### config.mk
export PLATFORM = sky130hd
export DESIGN_NAME = bus_yield_ctrl
export DESIGN_NICKNAME = d
export VERILOG_FILES = /design/src/rtl/bus_yield_pkg.sv /design/src/rtl/yield_req_sync.sv /design/src/rtl/yield_ref_queue.sv /design/src/rtl/yield_fsm.sv /design/src/rtl/bus_yield_ctrl.sv
export SDC_FILE = /design/constraint.sdc
export NUM_CORES = 1
export LEC_CHECK = 0
export BUFFER_PORTS_ARGS = -buffer_cell sky130_fd_sc_hd__buf_4
export CAP_MARGIN = 20
export CORE_AREA = 3 3 40 42
export CTS_BUF_LIST = sky130_fd_sc_hd__clkbuf_4 sky130_fd_sc_hd__clkbuf_8
export DETAILED_ROUTE_END_ITERATION = 10
export DIE_AREA = 0 0 43 45
export PLACE_DENSITY = 0.57
export SETUP_SLACK_MARGIN = 0.05
export SYNTH_ARGS = -nofsm -noshare
export SYNTH_HDL_FRONTEND = slang
export SYNTH_SLANG_ARGS = --single-unit
export TNS_END_PERCENT = 50
### constraint.sdc
create_clock -name clk -period 3 [get_ports clk]
set_clock_uncertainty 0.05 [all_clocks]
set_input_delay 0.9 -clock clk [delete_from_list [all_inputs] [get_ports clk]]
set_output_delay 0.9 -clock clk [all_outputs]
set_load 0.005 [all_outputs]
### src/rtl/bus_yield_pkg.sv
package bus_yield_pkg;
  typedef enum logic [2:0] {
    Y_IDLE_OWN      = 3'd0,
    Y_WAIT_BOUNDARY = 3'd1,
    Y_FLOAT_STROBES = 3'd2,
    Y_RELEASED      = 3'd3,
    Y_RECLAIM       = 3'd4
  } yield_state_t;
endpackage

### src/rtl/yield_req_sync.sv
module yield_req_sync #(
  parameter int STAGES = 2
) (
  input  logic clk,
  input  logic rst,
  input  logic async_i,
  output logic sync_o
);
  logic [STAGES-1:0] chain_q;

  generate
    for (genvar g = 0; g < STAGES; g++) begin : g_stage
      always_ff @(posedge clk) begin
        if (rst) chain_q[g] <= 1'b0;
        else if (g == 0) chain_q[g] <= async_i;
        else chain_q[g] <= chain_q[(g == 0) ? 0 : g-1];
      end
    end
  endgenerate

  assign sync_o = chain_q[STAGES-1];
endmodule

### src/rtl/yield_ref_queue.sv
module yield_ref_queue (
  input  logic clk,
  input  logic rst,
  input  logic req_i,
  input  logic idle_i,
  output logic go_o
);
  logic pend_q, go_q;

  always_ff @(posedge clk) begin
    if (rst) begin
      pend_q <= 1'b0;
      go_q   <= 1'b0;
    end else begin
      go_q   <= pend_q & idle_i;
      pend_q <= req_i | (pend_q & ~idle_i);
    end
  end

  assign go_o = go_q;

  AST_GO_ONLY_WHEN_IDLE: assert property (@(posedge clk) disable iff (rst)
    go_q |-> $past(idle_i));
  AST_HELD_WHILE_AWAY: assert property (@(posedge clk) disable iff (rst)
    !idle_i |=> !go_q);
endmodule

### src/rtl/yield_fsm.sv
module yield_fsm
  import bus_yield_pkg::*;
#(
  parameter int FLOAT_CYC   = 1,
  parameter int RECLAIM_CYC = 1
) (
  input  logic clk,
  input  logic rst,
  input  logic req_s_i,
  input  logic cyc_start_i,
  input  logic cyc_end_i,
  input  logic cyc_refresh_i,
  output logic idle_o,
  output logic ack_o,
  output logic stall_o,
  output logic bus_oe_o,
  output logic strobe_oe_o,
  output logic strobe_hi_o
);
  localparam int MAXC = (FLOAT_CYC > RECLAIM_CYC) ? FLOAT_CYC : RECLAIM_CYC;
  localparam int CW   = $clog2(MAXC + 1);
  localparam logic [CW-1:0] FLOAT_LAST   = CW'(FLOAT_CYC - 1);
  localparam logic [CW-1:0] RECLAIM_LAST = CW'(RECLAIM_CYC - 1);

  yield_state_t state_q, state_d;
  logic [CW-1:0] cnt_q;
  logic in_ref_q, cur_ref, owned, boundary_ok;

  assign cur_ref     = in_ref_q | (cyc_start_i & cyc_refresh_i);
  assign owned       = (state_q == Y_IDLE_OWN) || (state_q == Y_WAIT_BOUNDARY);
  assign boundary_ok = owned & req_s_i & cyc_end_i & ~cur_ref;

  always_ff @(posedge clk) begin
    if (rst) in_ref_q <= 1'b0;
    else     in_ref_q <= cur_ref & ~cyc_end_i;
  end

  always_comb begin
    state_d = state_q;
    unique case (state_q)
      Y_IDLE_OWN, Y_WAIT_BOUNDARY: begin
        if (boundary_ok)  state_d = Y_FLOAT_STROBES;
        else if (req_s_i) state_d = Y_WAIT_BOUNDARY;
        else              state_d = Y_IDLE_OWN;
      end
      Y_FLOAT_STROBES: if (cnt_q == FLOAT_LAST)   state_d = Y_RELEASED;
      Y_RELEASED:      if (!req_s_i)              state_d = Y_RECLAIM;
      Y_RECLAIM:       if (cnt_q == RECLAIM_LAST) state_d = Y_IDLE_OWN;
      default:         state_d = Y_IDLE_OWN;
    endcase
  end

  always_ff @(posedge clk) begin
    if (rst) begin
      state_q <= Y_IDLE_OWN;
      cnt_q   <= '0;
    end else begin
      state_q <= state_d;
      if (state_d != state_q) cnt_q <= '0;
      else if (state_q == Y_FLOAT_STROBES || state_q == Y_RECLAIM) cnt_q <= cnt_q + 1'b1;
    end
  end

  assign idle_o      = (state_q == Y_IDLE_OWN);
  assign ack_o       = (state_q == Y_RELEASED);
  assign bus_oe_o    = owned || (state_q == Y_RECLAIM);
  assign strobe_oe_o = (state_q != Y_RELEASED);
  assign strobe_hi_o = (state_q == Y_FLOAT_STROBES) || (state_q == Y_RECLAIM);
  assign stall_o     = ~owned | boundary_ok;

  AST_NO_GRANT_WITHOUT_REQ: assert property (@(posedge clk) disable iff (rst)
    (owned && !req_s_i) |=> state_q != Y_FLOAT_STROBES);
  AST_NO_REFRESH_BOUNDARY: assert property (@(posedge clk) disable iff (rst)
    (owned && cyc_end_i && cur_ref) |=> state_q != Y_FLOAT_STROBES);
  AST_ACK_AFTER_FLOAT: assert property (@(posedge clk) disable iff (rst)
    $rose(ack_o) |-> $past(state_q == Y_FLOAT_STROBES));
  AST_DROP_ON_WITHDRAW: assert property (@(posedge clk) disable iff (rst)
    (state_q == Y_RELEASED && !req_s_i) |=> (!ack_o && stall_o && bus_oe_o));
  AST_RESUME_AFTER_RECLAIM: assert property (@(posedge clk) disable iff (rst)
    $fell(stall_o) |-> $past(state_q == Y_RECLAIM));
endmodule

### src/rtl/bus_yield_ctrl.sv
module bus_yield_ctrl #(
  parameter int SYNC_STAGES = 2,
  parameter int FLOAT_CYC   = 1,
  parameter int RECLAIM_CYC = 1
) (
  input  logic clk,
  input  logic rst,
  input  logic ext_req_i,
  input  logic cyc_start_i,
  input  logic cyc_end_i,
  input  logic cyc_refresh_i,
  input  logic refresh_req_i,
  output logic bus_ack_o,
  output logic stall_o,
  output logic bus_oe_o,
  output logic strobe_oe_o,
  output logic strobe_hi_o,
  output logic refresh_go_o
);
  logic req_s, idle;

  yield_req_sync #(.STAGES(SYNC_STAGES)) u_sync (
    .clk(clk), .rst(rst), .async_i(ext_req_i), .sync_o(req_s)
  );

  yield_fsm #(.FLOAT_CYC(FLOAT_CYC), .RECLAIM_CYC(RECLAIM_CYC)) u_fsm (
    .clk(clk), .rst(rst), .req_s_i(req_s),
    .cyc_start_i(cyc_start_i), .cyc_end_i(cyc_end_i), .cyc_refresh_i(cyc_refresh_i),
    .idle_o(idle), .ack_o(bus_ack_o), .stall_o(stall_o),
    .bus_oe_o(bus_oe_o), .strobe_oe_o(strobe_oe_o), .strobe_hi_o(strobe_hi_o)
  );

  yield_ref_queue u_refq (
    .clk(clk), .rst(rst), .req_i(refresh_req_i), .idle_i(idle), .go_o(refresh_go_o)
  );
endmodule

==> flow_summary.toml <==
[status]
outcome = "finished clean"

[power]
p_sw_mw = 0.0566
powerDensity_nw_per_um2 = 447
power.share.clock_pct = 38.6
p_sw_share_pct = 21.9
pwr-share-seq_pct = 50.0
report.power.total_mw = 0.258
p_comb_share_pct = 11.4
leakagePower_nw = 0.227
internal-power_mw = 0.202
vdd_drop_max_v = 0.000163

[clock_tree]
hold_buffers = 0
insertion_delay_ps = 260
post_cts_buffers = 0
cts.htree.levels = 1
cts_tree = "done"
path_clk_slew_ps = 60
cts_root_buffer = "clkbuf_4"
cts_made_buffers = 3
cts_buffer_depth = 2
cts_resized = 0
cts.sinks = 9

[timing]
max_freq_ghz = 0.401
setup_viol = 0
slew_headroom_pct = 67.4
post-route-period-util_pct = 83.2
tightest_slew_ps = 488
maxSlewViolCount = 0
setup_tns_ps = 0
rsz0062_at_grt = "no"
finalHoldViolCount = 0
post-route-min-period_ps = 2500

[floorplan]
core-area_um2 = 1280
row_count = 13
io_pins = 13
start_util_pct = 37.7
die_w_um = 43
die_h_um = 45
die_area_um2 = 1940

[yosys]
yosysUniqueCellTypes = 26
yosysTopAreaCell = "dfxtp_1"
synth-main-ff-cell = "dfxtp_1"
synth_seq_cells = 9
synth_nets = 55
synth_common_cells = "dfxtp_1 (9), buf_6 (4)"
synth_top_area_share_pct = 37.2
yosysMostFrequentCell = "dfxtp_1"
yosys-top-cells-area = "dfxtp_1 (37%), buf_6 (9.3%), a2111oi_4 (5.7%)"
synth_area_um2 = 484
synth_edf_count = 0
seq_area_frac_synth_pct = 37.2
syn_area_per_cell_um2 = 10.1
synth_cells = 48
synthArstFlopShare_pct = 0
ys_warn_count = 0

[cells_and_area]
regArea_um2 = 180
nFillCells = 120
instances_no_fill = 75
antenna_cells = 0
syn2layout_area_growth_pct = 19.4
multi_input_area_um2 = 248
layout-drive-gt1-share_pct = 41.7
nets = 68

[min_path]
hold_end = "u_sync.sync_o$_SDFF_PP0_"
whs_path_depth = 1
hold_path.class = "reg2reg"
hold_start = "u_sync.chain_q[0]$_SDFF_PP0_"

[worst_setup_path]
path_buf_inv = 2
max_stage_delay_ps = 350
cp.required_ps = 2050
rrSetupSlack_ps = 1480
path_cells = "buf_4 > a21oi_4 > a311o_1 > buf_4"
worst_path_most_repeated_cell = "buf_4"
worst_setup_path_start_kind = "input port"
cp_max_fo = 4
reg2regPathDepth = 4
r2r-start = "u_fsm.state_q[0]$_SDFF_PP0_"
critical_path_class = "in2out"
arrival_ps = 1550
cp-end-kind = "primary output"
cp_top_family = "compound AO/OA/AOI/OAI gates"
reg2reg_to = "u_fsm.cnt_q$_SDFFE_PP0P_"
crit_path_top_delay_cell = "a311o_1"

[route]
drtAntennaViolNets = 0
drtIter0Drc = 4
firstDrtPassIters = 4
drt-wirelength-per-cell_um = 10.7
vias = 362
via_per_inst = 4.83
drt_drc_violations_left = 0
routed_wl_um = 805

[grt]
use_met2_pct = 15.9
grt.total_usage_pct = 10.9
antenna_found_initial = 0
grt_max_degree = 14
use_met3_pct = 4.38
use_met1_pct = 12.4
grt_pass1_vias = 357
grt_pass1_wl_mm = 1.52
grt-busiest-layer = "met2"
grt_overflow_total = 0

[placement]
hpwl_um = 582
place.gp.congestion = 0.683
port_buffers = 12
place_inst = 71

[run]
drv_cap = 0
[flip-flops by register name, summed over array words and instances, names as in the netlist]
name,count
u_fsm.in_ref_q,1
u_refq.pend_q,1
u_fsm.cnt_q,1
u_sync.chain_q,1
u_refq.go_o,1
u_sync.sync_o,1
u_fsm.state_q,3
[cells by family after synthesis]
| kind of cell | count (synthesis) | share of synthesized area (%) |
|---|---|---|
| AOI/OAI and AO/OA | 14 | 29.7 |
| xor gates and xnor gates | 1 | 1.81 |
| buffers and inverters | 7 | 11.6 |
| DFF | 9 | 37.2 |
| and+or+nand+nor | 17 | 19.6 |
[layout by cell type (no fill, tap or decap)]
cell / count
clkbuf_4: 4
o32a_1: 1
nand2_2: 1
nand2b_1: 1
a221oi_2: 1
a211oi_1: 1
nand3_1: 1
or3_2: 1
o21ai_0: 2
a2111oi_4: 1
a21oi_4: 1
dfxtp_1: 9
nor2_1: 3
a21o_1: 1
xnor2_1: 1
nand2_1: 3
nor3b_1: 1
a21oi_1: 3
a2111oi_2: 1
buf_4: 12
and2b_2: 1
a311o_1: 1
nor3_1: 2
nand2b_2: 1
a21bo_2: 1
inv_1: 3
nor2b_1: 2
[stage by stage]
step	utilization [%]	instance area (µm²)	hold WS, ps	worst slack, ps
2_1_floorplan	-	484	364	742
3_3_place_gp	42.6	548	367	515
3_5_place_dp	42.6	548	378	507
4_1_cts	45.0	578	392	502
5_1_grt	45.0	578	412	475
6_report	45.0	578	393	504
[worst max path at each step]
stage / startpoint / end / slack, ps / cells after the start
2_1_floorplan: cyc_start_i / stall_o / 740 / 2
3_3_place_gp: cyc_start_i / stall_o / 520 / 4
3_5_place_dp: cyc_start_i / stall_o / 510 / 4
4_1_cts: cyc_start_i / stall_o / 500 / 4
5_1_grt: cyc_start_i / stall_o / 480 / 4
6_report: cyc_start_i / stall_o / 500 / 4
[power groups by stage]
stage | sequential (mW) | clock, mW | combinational, mW
floorplan | 0.129 | 0 | 0.0218
global placement | 0.132 | 0 | 0.0296
detailed placement | 0.132 | 0 | 0.0296
CTS | 0.129 | 0.106 | 0.0297
global route | 0.130 | 0.112 | 0.0328
finish | 0.129 | 0.0997 | 0.0293
[layout make-up]
type | instances | area share, %
multi-input combinational | 32 | 42.9
timing repair buffer | 12 | 15.6
inverter | 3 | 1.95
clock buffer | 4 | 5.19
tap | 15 | 3.25
sequential | 9 | 31.2
[routing by layer]
layer	up-vias	wire length (µm)	part of all wire, %
met5	-	0	0
met4	0	17	2.1
met3	2	76	9.4
met2	11	342	42
met1	156	368	46
li1	193	-	-
Power figures use the tool's default switching activity.
